===== src/rtl/rrb_pkg.sv =====
package rrb_pkg;
  typedef enum logic [1:0] {
    ST_IDLE,
    ST_DATA,
    ST_DROP,
    ST_HDR
  } rrb_state_e;

  localparam logic [2:0] REG_FIRST = 3'd0;
  localparam logic [2:0] REG_STOP  = 3'd1;
  localparam logic [2:0] REG_BND   = 3'd2;
  localparam logic [2:0] REG_CUR   = 3'd3;
  localparam logic [2:0] REG_MODE  = 3'd4;

  localparam int HDR_LEN = 4;
  localparam int CNT_W   = 16;
endpackage


===== src/rtl/rrb_pgstep.sv =====
// Steps a page number by one inside the ring [first, stop).
module rrb_pgstep #(
  parameter int PAGE_W = 8
) (
  input  logic [PAGE_W-1:0] pg_i,
  input  logic [PAGE_W-1:0] first_i,
  input  logic [PAGE_W-1:0] stop_i,
  output logic [PAGE_W-1:0] pg_o
);
  logic [PAGE_W-1:0] last_pg;

  always_comb begin
    last_pg = stop_i - PAGE_W'(1);
    pg_o    = (pg_i == last_pg) ? first_i : pg_i + PAGE_W'(1);
  end
endmodule


===== src/rtl/rrb_regs.sv =====
// Ring pointers, mode bit and the halted flag.
module rrb_regs
  import rrb_pkg::*;
#(
  parameter int PAGE_W = 8
) (
  input  logic              clk,
  input  logic              rst,
  input  logic              cfg_we,
  input  logic [2:0]        cfg_addr,
  input  logic [PAGE_W-1:0] cfg_wdata,
  input  logic              adv_en,
  input  logic [PAGE_W-1:0] adv_page,
  input  logic              ovw_set,
  output logic [PAGE_W-1:0] first_pg,
  output logic [PAGE_W-1:0] stop_pg,
  output logic [PAGE_W-1:0] bnd_pg,
  output logic [PAGE_W-1:0] cur_pg,
  output logic              mon,
  output logic              halted
);
  logic bnd_moved;

  assign bnd_moved = cfg_we && (cfg_addr == REG_BND) && (cfg_wdata != bnd_pg);

  always_ff @(posedge clk) begin
    if (rst) begin
      first_pg <= '0;
      stop_pg  <= '0;
      bnd_pg   <= '0;
      mon      <= 1'b0;
    end else if (cfg_we) begin
      case (cfg_addr)
        REG_FIRST: first_pg <= cfg_wdata;
        REG_STOP:  stop_pg  <= cfg_wdata;
        REG_BND:   bnd_pg   <= cfg_wdata;
        REG_MODE:  mon      <= cfg_wdata[0];
        default: ;
      endcase
    end
  end

  // Ring advance takes precedence over a host write of the current page.
  always_ff @(posedge clk) begin
    if (rst) begin
      cur_pg <= '0;
    end else if (adv_en) begin
      cur_pg <= adv_page;
    end else if (cfg_we && cfg_addr == REG_CUR) begin
      cur_pg <= cfg_wdata;
    end
  end

  // An overrun in the same cycle as a boundary move leaves the flag set.
  always_ff @(posedge clk) begin
    if (rst) begin
      halted <= 1'b0;
    end else if (ovw_set) begin
      halted <= 1'b1;
    end else if (bnd_moved) begin
      halted <= 1'b0;
    end
  end
endmodule


===== src/rtl/rrb_ctrl.sv =====
// Frame sequencing: payload placement, overrun check, header write-back.
module rrb_ctrl
  import rrb_pkg::*;
#(
  parameter int PAGE_W = 8,
  parameter int OFS_W  = 8
) (
  input  logic                    clk,
  input  logic                    rst,
  input  logic                    rx_valid,
  input  logic [7:0]              rx_data,
  input  logic                    rx_eof,
  input  logic                    rx_bad,
  input  logic [7:0]              rx_flags,
  input  logic [PAGE_W-1:0]       first_pg,
  input  logic [PAGE_W-1:0]       stop_pg,
  input  logic [PAGE_W-1:0]       bnd_pg,
  input  logic [PAGE_W-1:0]       cur_pg,
  input  logic                    mon,
  input  logic                    halted,
  output logic                    mem_we,
  output logic [PAGE_W+OFS_W-1:0] mem_addr,
  output logic [7:0]              mem_wdata,
  output logic                    adv_en,
  output logic [PAGE_W-1:0]       adv_page,
  output logic                    ovw_set,
  output logic                    pkt_pulse,
  output logic                    miss_pulse,
  output logic                    ovw_pulse
);
  localparam logic [OFS_W-1:0] HDR_OFS  = OFS_W'(HDR_LEN);
  localparam logic [CNT_W-1:0] CNT_INIT = CNT_W'(HDR_LEN + 1);

  rrb_state_e        state_q;
  logic [PAGE_W-1:0] wpg_q, nxt_q, tgt_pg, stp_pg;
  logic [OFS_W-1:0]  wofs_q, tgt_ofs;
  logic [CNT_W-1:0]  cnt_q;
  logic [7:0]        stat_q, hdr_byte;
  logic [1:0]        hidx_q;
  logic              dmiss_q;
  logic              fresh, store_ok, overrun, take;

  // Address the next byte would land at; a fresh page needs the boundary check.
  always_comb begin
    if (state_q == ST_IDLE) begin
      tgt_pg  = cur_pg;
      tgt_ofs = HDR_OFS;
      fresh   = 1'b1;
    end else begin
      tgt_pg  = wpg_q;
      tgt_ofs = wofs_q;
      fresh   = (wofs_q == '0);
    end
    store_ok = (state_q == ST_DATA) || (state_q == ST_IDLE && !mon && !halted);
    overrun  = rx_valid && store_ok && fresh && (tgt_pg == bnd_pg);
    take     = rx_valid && store_ok && !overrun;
  end

  rrb_pgstep #(.PAGE_W(PAGE_W)) step_i (
    .pg_i    (tgt_pg),
    .first_i (first_pg),
    .stop_i  (stop_pg),
    .pg_o    (stp_pg)
  );

  always_comb begin
    case (hidx_q)
      2'd0:    hdr_byte = stat_q;
      2'd1:    hdr_byte = 8'(nxt_q);
      2'd2:    hdr_byte = cnt_q[7:0];
      default: hdr_byte = cnt_q[15:8];
    endcase
  end

  assign ovw_set  = overrun;
  assign adv_en   = (state_q == ST_HDR) && (hidx_q == 2'd3);
  assign adv_page = nxt_q;

  always_ff @(posedge clk) begin
    if (rst) begin
      state_q    <= ST_IDLE;
      wpg_q      <= '0;
      wofs_q     <= '0;
      nxt_q      <= '0;
      cnt_q      <= '0;
      stat_q     <= '0;
      hidx_q     <= '0;
      dmiss_q    <= 1'b0;
      mem_we     <= 1'b0;
      mem_addr   <= '0;
      mem_wdata  <= '0;
      pkt_pulse  <= 1'b0;
      miss_pulse <= 1'b0;
      ovw_pulse  <= 1'b0;
    end else begin
      mem_we     <= 1'b0;
      pkt_pulse  <= 1'b0;
      miss_pulse <= 1'b0;
      ovw_pulse  <= 1'b0;
      if (take) begin
        mem_we    <= 1'b1;
        mem_addr  <= {tgt_pg, tgt_ofs};
        mem_wdata <= rx_data;
        cnt_q     <= (state_q == ST_IDLE) ? CNT_INIT : cnt_q + CNT_W'(1);
        wofs_q    <= tgt_ofs + OFS_W'(1);
        wpg_q     <= (tgt_ofs == '1) ? stp_pg : tgt_pg;
        if (rx_eof) begin
          nxt_q   <= stp_pg;
          stat_q  <= rx_flags | 8'h01;
          hidx_q  <= 2'd0;
          state_q <= rx_bad ? ST_IDLE : ST_HDR;
        end else begin
          state_q <= ST_DATA;
        end
      end else if (overrun) begin
        ovw_pulse  <= 1'b1;
        miss_pulse <= 1'b1;
        dmiss_q    <= 1'b0;
        state_q    <= rx_eof ? ST_IDLE : ST_DROP;
      end else if (rx_valid && state_q == ST_IDLE) begin
        if (rx_eof) begin
          miss_pulse <= 1'b1;
        end else begin
          dmiss_q <= 1'b1;
          state_q <= ST_DROP;
        end
      end else if (rx_valid && rx_eof && state_q == ST_DROP) begin
        miss_pulse <= dmiss_q;
        state_q    <= ST_IDLE;
      end else if (state_q == ST_HDR) begin
        mem_we    <= 1'b1;
        mem_addr  <= {cur_pg, OFS_W'(hidx_q)};
        mem_wdata <= hdr_byte;
        hidx_q    <= hidx_q + 2'd1;
        if (hidx_q == 2'd3) begin
          pkt_pulse <= 1'b1;
          state_q   <= ST_IDLE;
        end
      end
    end
  end
endmodule


===== src/rtl/rx_ring_mgr.sv =====
module rx_ring_mgr #(
  parameter int PAGE_W = 8,
  parameter int OFS_W  = 8
) (
  input  logic                    clk,
  input  logic                    rst,
  input  logic                    cfg_we,
  input  logic [2:0]              cfg_addr,
  input  logic [PAGE_W-1:0]       cfg_wdata,
  input  logic                    rx_valid,
  input  logic [7:0]              rx_data,
  input  logic                    rx_eof,
  input  logic                    rx_bad,
  input  logic [7:0]              rx_flags,
  output logic                    mem_we,
  output logic [PAGE_W+OFS_W-1:0] mem_addr,
  output logic [7:0]              mem_wdata,
  output logic [PAGE_W-1:0]       cur_page,
  output logic [PAGE_W-1:0]       bnd_page,
  output logic                    halted,
  output logic                    pkt_pulse,
  output logic                    miss_pulse,
  output logic                    ovw_pulse
);
  logic [PAGE_W-1:0] first_pg, stop_pg, adv_page;
  logic              mon, adv_en, ovw_set;

  rrb_regs #(.PAGE_W(PAGE_W)) regs_i (
    .clk       (clk),
    .rst       (rst),
    .cfg_we    (cfg_we),
    .cfg_addr  (cfg_addr),
    .cfg_wdata (cfg_wdata),
    .adv_en    (adv_en),
    .adv_page  (adv_page),
    .ovw_set   (ovw_set),
    .first_pg  (first_pg),
    .stop_pg   (stop_pg),
    .bnd_pg    (bnd_page),
    .cur_pg    (cur_page),
    .mon       (mon),
    .halted    (halted)
  );

  rrb_ctrl #(.PAGE_W(PAGE_W), .OFS_W(OFS_W)) ctrl_i (
    .clk        (clk),
    .rst        (rst),
    .rx_valid   (rx_valid),
    .rx_data    (rx_data),
    .rx_eof     (rx_eof),
    .rx_bad     (rx_bad),
    .rx_flags   (rx_flags),
    .first_pg   (first_pg),
    .stop_pg    (stop_pg),
    .bnd_pg     (bnd_page),
    .cur_pg     (cur_page),
    .mon        (mon),
    .halted     (halted),
    .mem_we     (mem_we),
    .mem_addr   (mem_addr),
    .mem_wdata  (mem_wdata),
    .adv_en     (adv_en),
    .adv_page   (adv_page),
    .ovw_set    (ovw_set),
    .pkt_pulse  (pkt_pulse),
    .miss_pulse (miss_pulse),
    .ovw_pulse  (ovw_pulse)
  );
endmodule


===== config.mk =====
export PLATFORM = sky130hd
export DESIGN_NAME = rx_ring_mgr
export DESIGN_NICKNAME = d
export VERILOG_FILES = /design/src/rtl/rrb_pkg.sv /design/src/rtl/rrb_pgstep.sv /design/src/rtl/rrb_regs.sv /design/src/rtl/rrb_ctrl.sv /design/src/rtl/rx_ring_mgr.sv
export SDC_FILE = /design/constraint.sdc
export NUM_CORES = 1
export LEC_CHECK = 0
export BUFFER_PORTS_ARGS = -buffer_cell sky130_fd_sc_hd__buf_4
export CAP_MARGIN = 40
export CELL_PAD_IN_SITES_DETAIL_PLACEMENT = 1
export CELL_PAD_IN_SITES_GLOBAL_PLACEMENT = 1
export CORE_AREA = 2 2 122 124
export CTS_BUF_LIST = sky130_fd_sc_hd__clkbuf_16
export CTS_CLUSTER_SIZE = 12
export DETAILED_ROUTE_END_ITERATION = 10
export DIE_AREA = 0 0 124 126
export GPL_ROUTABILITY_DRIVEN = 0
export PLACE_DENSITY = 0.79
export SLEW_MARGIN = 20
export SYNTH_ARGS = -nofsm -noshare
export SYNTH_HDL_FRONTEND = slang
export SYNTH_SLANG_ARGS = --single-unit

===== constraint.sdc =====
create_clock -name clk -period 2.87 [get_ports clk]
set_input_delay 0.574 -clock clk [delete_from_list [all_inputs] [get_ports clk]]
set_output_delay 0.574 -clock clk [all_outputs]
set_load 0.1 [all_outputs]

Yosys cells after proc, flatten, opt, wreduce, memory -nomap -nowiden

Index checks and enable logic that the tools add are counted.

Add/subtract/negate cells: 5
Equality and inequality tests: 20
Mux-type cells: 51
Bitwise gates (word level): 2
Reductions and logical operators: 38

Operator list:

| cell                                                                    | count |
|---|---|
| 16-bit 2-to-1 mux                                                       | 6 |
| 8-bit 2-to-1 mux                                                        | 11 |
| 2-bit 2-to-1 mux                                                        | 16 |
| 8-bit case mux with 3 select lines                                      | 1 |
| 1-bit 2-to-1 mux                                                        | 17 |
| 16-bit by 1-bit adder with 16-bit output, second input constant         | 1 |
| 8-bit by 1-bit adder with 8-bit output, second input constant           | 2 |
| 8-bit equality test                                                     | 2 |
| 1-bit logical AND                                                       | 13 |
| 2-bit AND reduction                                                     | 5 |
| 5-bit nonzero test                                                      | 2 |
| 2-bit equality test, second input constant                              | 4 |
| 8-bit equality test, second input constant                              | 1 |
| 8-bit logical NOT                                                       | 1 |
| 8-bit inequality test                                                   | 1 |
| 2-bit nonzero test                                                      | 4 |
| 8-bit by 1-bit subtractor with 8-bit output, second input constant      | 1 |
| 3-bit by 2-bit equality test with 1-bit output, second input constant   | 2 |
| 2-bit by 1-bit inequality test with 1-bit output, second input constant | 3 |
| 3-bit AND reduction                                                     | 2 |
| 6-bit OR reduction                                                      | 1 |
| 5-bit AND reduction                                                     | 1 |
| 2-bit by 1-bit equality test with 1-bit output, second input constant   | 2 |
| 2-bit logical NOT                                                       | 2 |
| other kinds (11)                                                        | 15 |

Register bits: 115
Output and inout bits: 45

Depth between registers and ports, before layout

Gate-level depths: netlist of run 1.

Depth after elaboration: 11
Gate-level depth with buffers: 13
Depth with buffers taken out: 10

Hierarchy

A second synthesis of run 1 with hierarchy kept.

Cells, all modules: 763
Area, all modules: 6234.7 um^2

Modules (own cells, without submodules):

| module     | instances | cells each | area each (um^2) |
|---|---|---|---|
| rrb_ctrl   | 1         | 540        | 4322.9 |
| rrb_regs   | 1         | 163        | 1413.9 |
| rrb_pgstep | 1         | 60         | 498.0 |

Worst setup path after synthesis of run 1

OpenSTA, ideal clock, no wires.

Kind: flip-flop to flip-flop
Start: register regs_i.cur_pg[1]
End: register ctrl_i.state_q[0]
Arrival: 2.781 ns
Data required time: 2.742 ns
Path slack: -0.039 ns
Stages on the path, launching flop included: 10
Cell sequence: dfxtp_1 or3b_1 and3_1 nor4_4 o211a_2 a21oi_1 buf_2 buf_1 a22oi_1 nor2_1

Word-level cells in the longest chain between the ends: 7
Elaborated cells on any way between the ends: 11

RTL lines:

| item                                                                                             | line            | text |
|---|---|---|
| from (decl)                                                                                      | rrb_regs.sv:18  | `output logic [PAGE_W-1:0] cur_pg,` |
| from (signal assigned)                                                                           | rrb_regs.sv:48  | `cur_pg <= adv_page;` |
| from (signal assigned)                                                                           | rrb_regs.sv:50  | `cur_pg <= cfg_wdata;` |
| 8-bit 2-to-1 mux (*)                                                                             | rrb_ctrl.sv:45  | `if (state_q == ST_IDLE) begin` |
| 8-bit equality test (*)                                                                          | rrb_ctrl.sv:55  | `overrun = rx_valid && store_ok && fresh && (tgt_pg == bnd_pg);` |
| 1-bit logical AND (*)                                                                            | rrb_ctrl.sv:55  |  |
| 1-bit logical NOT                                                                                | rrb_ctrl.sv:56  | `take = rx_valid && store_ok && !overrun;` |
| 1-bit logical AND                                                                                | rrb_ctrl.sv:56  |  |
| 4-bit by 2-bit inequality test with 1-bit output (no line) or 5-bit nonzero test (tied branches) | --              |  |
| 3-bit AND reduction (no line)                                                                    | --              |  |
| to (signal assigned)                                                                             | rrb_ctrl.sv:111 | `state_q <= rx_bad ? ST_IDLE : ST_HDR;` |
| to (signal assigned)                                                                             | rrb_ctrl.sv:119 | `state_q <= rx_eof ? ST_IDLE : ST_DROP;` |
| to (decl)                                                                                        | rrb_ctrl.sv:34  | `rrb_state_e state_q;` |

Mark *: on every way between the ends. The rest lies on a longest branch, timed or not.
A chain may end at the register's enable or synchronous reset.

Worst setup path after layout of run 1

Start: register regs_i.stop_pg[0]
End: register ctrl_i.wpg_q[6]

Word-level cells in the longest chain between the ends: 4

RTL lines:

| item                                        | line             | text |
|---|---|---|
| from (decl)                                 | rrb_regs.sv:16   | `output logic [PAGE_W-1:0] stop_pg,` |
| from (signal assigned)                      | rrb_regs.sv:35   | `REG_STOP: stop_pg <= cfg_wdata;` |
| 8-bit by 1-bit subtractor with 8-bit output | rrb_pgstep.sv:13 | `last_pg = stop_i - PAGE_W'(1);` |
| 8-bit equality test                         | rrb_pgstep.sv:14 | `pg_o = (pg_i == last_pg) ? first_i : pg_i + PAGE_W'(1);` |
| 8-bit 2-to-1 mux                            | rrb_pgstep.sv:14 |  |
| 8-bit 2-to-1 mux                            | rrb_ctrl.sv:106  | `wpg_q <= (tgt_ofs == '1) ? stp_pg : tgt_pg;` |
| to (signal assigned)                        | rrb_ctrl.sv:106  |  |
| to (decl)                                   | rrb_ctrl.sv:35   | `logic [PAGE_W-1:0] wpg_q, nxt_q, tgt_pg, stp_pg;` |

No other way between the ends.

==> flow_summary.toml, run 1 <==
[sta]
tightest_slew_ns = 0.6655
setup_viol = 0
setup_tns_ns = 0
max_freq_mhz = 360.9
clock_skew_ns = 0.009044
min_period_ns = 2.771
relSlewSlack = 0.5564
rsz0062_at_grt = "false"
slew_viol_final = 0
finalHoldViolCount = 0
hold_ws_ns = 0.3934
fin_crit_sh = 0.9655
fin_ws_ns = 0.09887

[placement]
dpl.cell_count = 968
hpwl_um = 14790
dp_slack_ns = 0.1082
portBuffers = 76

[layout]
area_delta_synth_final_pct = 23.16
drive_above_1_share = 0.1978
seq_area_um2 = 2306
multi_input_area_um2 = 3395
fillers = 1715
reg_top3 = "ctrl_i.cnt_q (16), ctrl_i.mem_addr (16)"
fin_cells = 998
fin_nets = 844
diodes = 0

[worst_setup_path]
timing.rr.start = "regs_i.stop_pg[0]"
crit_end = "ctrl_i.wpg_q[6]"
r2r_setup_slack_ns = 0.1
cp_cell_sequence = "or4_4 -> o211a_1 -> a211o_1 -> and3_1 -> o2111ai_2 -> buf_4 -> mux2i_2 -> o211ai_1"
critPathLaunch = "regs_i.stop_pg[0]"
timing_worst_setup_path_type = "flop to flop"
r2r-end = "ctrl_i.wpg_q[6]"
cp_max_fo = 7
end_kind = "flop"
start_kind = "flop"
crit_family = "compound AO/OA/AOI/OAI gates"
cp.arrival_ns = 3.06
cpPeakStageDelay_ns = 0.57
crit_required_ns = 3.16
reg2regPathDepth = 8
cp_num_buf_inv = 1
cp.depth = 8
worst_path_max_delay_cell = "or4_4"

[clock_network]
cts-resized-gates = 0
clockBufferDepth = 2
clk_latency_ns = 0.43
postCtsSetupBuffers = 0
cts_inserted_buffers = 17
h-tree-depth = 4
clock-sinks = 115
clk_pin_slew_worst_paths_ns = 0.05
hold_buffers = 0
root_buffer = "clkbuf_16"
cts_tree = "done"

[global_route]
top_usage_layer = "met2"
antenna_found_initial = 0
use_met3 = 0.07880
grt_start_max_net_pins = 57
grt_pass1_vias = 6097
grt_use_met1 = 0.3569
grt_overflow_total = 0
grt_use_total = 0.2774
grt_pass1_wl_um = 32950
grt.met2_usage = 0.4373

[pwr]
p_leak_nw = 2.860
cellPowerDensity_nw_per_um2 = 677.3
ir_drop_mv = 0.4534

[synthesis]
synthFlopType = "dfxtp_1"
synth_top_area_frac = 0.3839
netlist_area_um2 = 5997
ys_top_cells_by_area = "dfxtp_1, a21oi_1, nor2_1, nand2_1, mux2i_1"
synth_async_sr_flop_share = 0
ys_top_cells_by_count = "dfxtp_1, nor2_1, nand2_1, a21oi_1, mux2i_1"
yosys.area.top_type = "dfxtp_1"
synth_seq_area_share = 0.3839
synth.distinct_cells = 70
syn_inst = 723
synth_nets = 764
ys_warn_count = 0
yosysMostFrequentCell = "dfxtp_1"
postSynthAreaPerCell_um2 = 8.295
synth_edf_count = 0
synth_seq_cells = 115

[route]
first_pass_iters = 8
drt_wl_total_um = 20890
vias = 6028
wire_per_inst_um = 20.93
drt_iter0_drc = 640
drc = 0
antenna_left = 0
vias_per_cell = 6.040

[floorplan]
io_pins = 78
initial_core_util = 0.4190
die-area_um2 = 15620
die_x_um = 124
core_area_um2 = 14310
fp.dieH_um = 126
placementRows = 44

[min_path]
hold_class = "primary input to flop"

[flow_run]
maxCapViolCount = 0

[status]
status = "complete, no violations"
[metrics by stage]
| step | utilization | power, W | cell area [um2] |
|---|---|---|---|
| finish | 0.5160 | 0.005002 | 7386 |
| floorplan | - | 0.002683 | 5998 |
| global route | 0.5160 | 0.005181 | 7386 |
| global placement | 0.4768 | 0.002975 | 6825 |
| detailed placement | 0.4768 | 0.003007 | 6825 |
| CTS | 0.5151 | 0.005008 | 7373 |
[layout by cell type, fill, tap and decap left out, drive strengths merged, types with 19 or more instances in the layout]
| master | instances |
|---|---|
| nor3 | 22 |
| a211oi | 32 |
| nand2 | 83 |
| buf | 110 |
| dfxtp | 115 |
| o21ai | 19 |
| nand3 | 25 |
| xnor2 | 19 |
| nor2 | 88 |
| mux2i | 33 |
| a21oi | 70 |
[cell families after synthesis]
group	share of synthesized area
flops	0.3839
buf+inv	0.05550
compound gates	0.2026
fa+ha+maj	0.01669
xor+xnor	0.04235
simple gates	0.2412
mux	0.05779
[where the power goes]
| part | total [W] | leakage, nW | switching [W] | internal, W |
|---|---|---|---|---|
| Combinational | 0.00120 | 1.65 | 0.000863 | 0.000339 |
| Sequential | 0.00179 | 0.937 | 0.0000954 | 0.00170 |
| Clock | 0.00201 | 0.270 | 0.000759 | 0.00125 |
| Total | 0.00500 | 2.86 | 0.00172 | 0.00328 |
[metal layers]
layer,wire length (um),vias up,share of wire
met5,0,-,0
met4,638,0,0.031
met3,1494,54,0.072
met1,8937,2969,0.43
li1,-,2782,-
met2,9823,223,0.47
[how the worst min path moves through the flow]
stage	end	cells after the start	from
global route	ctrl_i.stat_q[1]	3	rx_flags[1]
detailed placement	regs_i.first_pg[6]	2	regs_i.first_pg[6]
global placement	regs_i.first_pg[6]	2	regs_i.first_pg[6]
floorplan	regs_i.first_pg[1]	2	regs_i.first_pg[1]
CTS	ctrl_i.stat_q[5]	3	rx_flags[5]
finish	ctrl_i.stat_q[2]	3	rx_flags[2]
[area by class of cell]
type / instances / area share
Clock buffer: 17 / 0.05760
Clock inverter: 13 / 0.01660
Inverter: 15 / 0.007623
Multi-Input combinational cell: 544 / 0.4596
Sequential cell: 115 / 0.3122
Tap cell: 184 / 0.03117
Timing Repair Buffer: 110 / 0.1152
[worst min-delay path, delay by kind of cell]
kind | cells | cell delay [ns]
AND/OR/NAND/NOR | 1 | 0.08
multiplexers | 1 | 0.06
buffers and inverters | 1 | 0.07
Note: power is estimated with default switching activity, not from simulation.
==> run 2, diff against run 1 <==
RECOVER_POWER = 100   (was not set)
clock period = 2.7 ns   (was 2.87 ns; I/O delays follow)
==> run 2 against run 1 <==
Clock skew shrank 0.0020 ns. Clock power rose by 17%. Design area is 0.22% lower.
==> flow_summary.toml, run 2 (synthesis results as in run 1) <==
[status]
status = "complete, no violations"

[pwr]
cellPowerDensity_nw_per_um2 = 748.1
p_leak_nw = 2.743
ir_drop_mv = 0.4301

[worst_setup_path]
worst_path_max_delay_cell = "or4_4"
crit_family = "compound AO/OA/AOI/OAI gates"
cp.depth = 8
cp_cell_sequence = "or4_4 -> o211a_1 -> a211o_1 -> and3_1 -> o2111ai_2 -> buf_12 -> mux2i_1 -> o221ai_1"
timing_worst_setup_path_type = "flop to flop"
crit_required_ns = 2.99
cp.arrival_ns = 2.89
cp_max_fo = 9
end_kind = "flop"
start_kind = "flop"
cp_num_buf_inv = 1
reg2regPathDepth = 8
cpPeakStageDelay_ns = 0.57

[route]
drt_iter0_drc = 525
vias = 6045
vias_per_cell = 5.991
antenna_left = 0
first_pass_iters = 5
drc = 0
drt_wl_total_um = 21130
wire_per_inst_um = 20.94

[global_route]
grt_overflow_total = 0
grt_pass1_wl_um = 33350
antenna_found_initial = 0
grt_use_total = 0.2805
grt_start_max_net_pins = 74
grt_pass1_vias = 6121

[clock_network]
clock-sinks = 115
root_buffer = "clkbuf_16"
hold_buffers = 0
clk_latency_ns = 0.43
cts_inserted_buffers = 17
clk_pin_slew_worst_paths_ns = 0.05
clockBufferDepth = 2
cts_tree = "done"
h-tree-depth = 4

[sta]
setup_viol = 0
max_freq_mhz = 385.0
finalHoldViolCount = 0
relSlewSlack = 0.2214
rsz0062_at_grt = "false"
tightest_slew_ns = 1.173
min_period_ns = 2.597
clock_skew_ns = 0.007058
setup_tns_ns = 0
slew_viol_final = 0
fin_crit_sh = 0.9619

[placement]
portBuffers = 76
hpwl_um = 15140

[layout]
layout_common_cells = "dfxtp_1, nor2_1, nand2_1, a21oi_1, buf_4"
diodes = 0
area_delta_synth_final_pct = 22.89
drive_above_1_share = 0.1636
reg_top3 = "ctrl_i.cnt_q (16), ctrl_i.mem_addr (16)"
fin_nets = 853
final_util = 0.5149
layout_commonest_cell = "dfxtp_1"

[floorplan]
initial_core_util = 0.4190
io_pins = 78
fp.dieH_um = 126
placementRows = 44
core_area_um2 = 14310
die-area_um2 = 15620
die_x_um = 124

[flow_run]
maxCapViolCount = 0

[min_path]
hold_class = "primary input to flop"
hold_path_depth = 3
[run 2: changes by cell type in the layout (fill, tap and decap cells not counted), sizes merged]
| cell | delta |
|---|---|
| clkbuf | +49 |
| clkinv | -1 |
| inv | -1 |
| clkinvlp | +2 |
| bufinv | +2 |
| buf | -40 |
[run 2: final cells by class]
class                      count  area (um2)
clock inverter                15       191.4
sequential                   115        2313
timing repair buffer         119       745.7
clock buffer                  17       425.4
inverter                      15       56.30
tap                          184       230.2
multi-input combinational    544        3407
fill                        1719        6944
[run 2: path summary, 6_finish.rpt]
check                     startpoint                  to  slack, ns
setup / recovery   regs_i.stop_pg[0]     ctrl_i.wpg_q[2]       0.10
setup reg to reg   regs_i.stop_pg[0]     ctrl_i.wpg_q[2]       0.10
hold reg to reg   regs_i.first_pg[2]  regs_i.first_pg[2]       0.45
hold / removal           rx_flags[5]    ctrl_i.stat_q[5]       0.35
[run 2: tightest hold or removal path: stages]
cell     delay (ns)
buf_4          0.08
mux2i_1        0.05
nor2_1         0.07
[run 2: report_power, final]
group	leakage [nW]	internal [W]	switching, W	total (W)
Clock	0.287	0.00153	0.000822	0.00235
Combinational	1.52	0.000325	0.000927	0.00125
Sequential	0.940	0.00181	0.000103	0.00191
[run 2: layer usage]
layer | GRT usage | part of all wire | vias up
met3 | 0.05888 | 0.059 | 51
met5 | 0 | 0 | -
met1 | 0.3617 | 0.43 | 2981
met2 | 0.4486 | 0.47 | 219
li1 | - | - | 2794
met4 | 0.1262 | 0.035 | 0
[run 2: metrics by stage]
step           setup WS (ns)  total power (W)  instances  hold WS (ns)  area [um2]
6_report              0.1028         0.005513       1009        0.3471        7370
5_1_grt             0.006413         0.005699       1009        0.3658        7370
4_1_cts              0.04209         0.005578       1006        0.3408        7516
3_5_place_dp         -0.1406         0.003212        974        0.4515        6890
3_3_place_gp         0.01482         0.003172        974        0.4446        6890
2_1_floorplan        0.03762         0.002853        723        0.4357        6006
[run 2: repair_timing]
item                       4_1_cts  5_1_grt
gates resized for setup          4        6
pin swaps                        0        1
buffers inserted                 0        3
gates cloned                     0        0
setup endpoints to repair       38       20
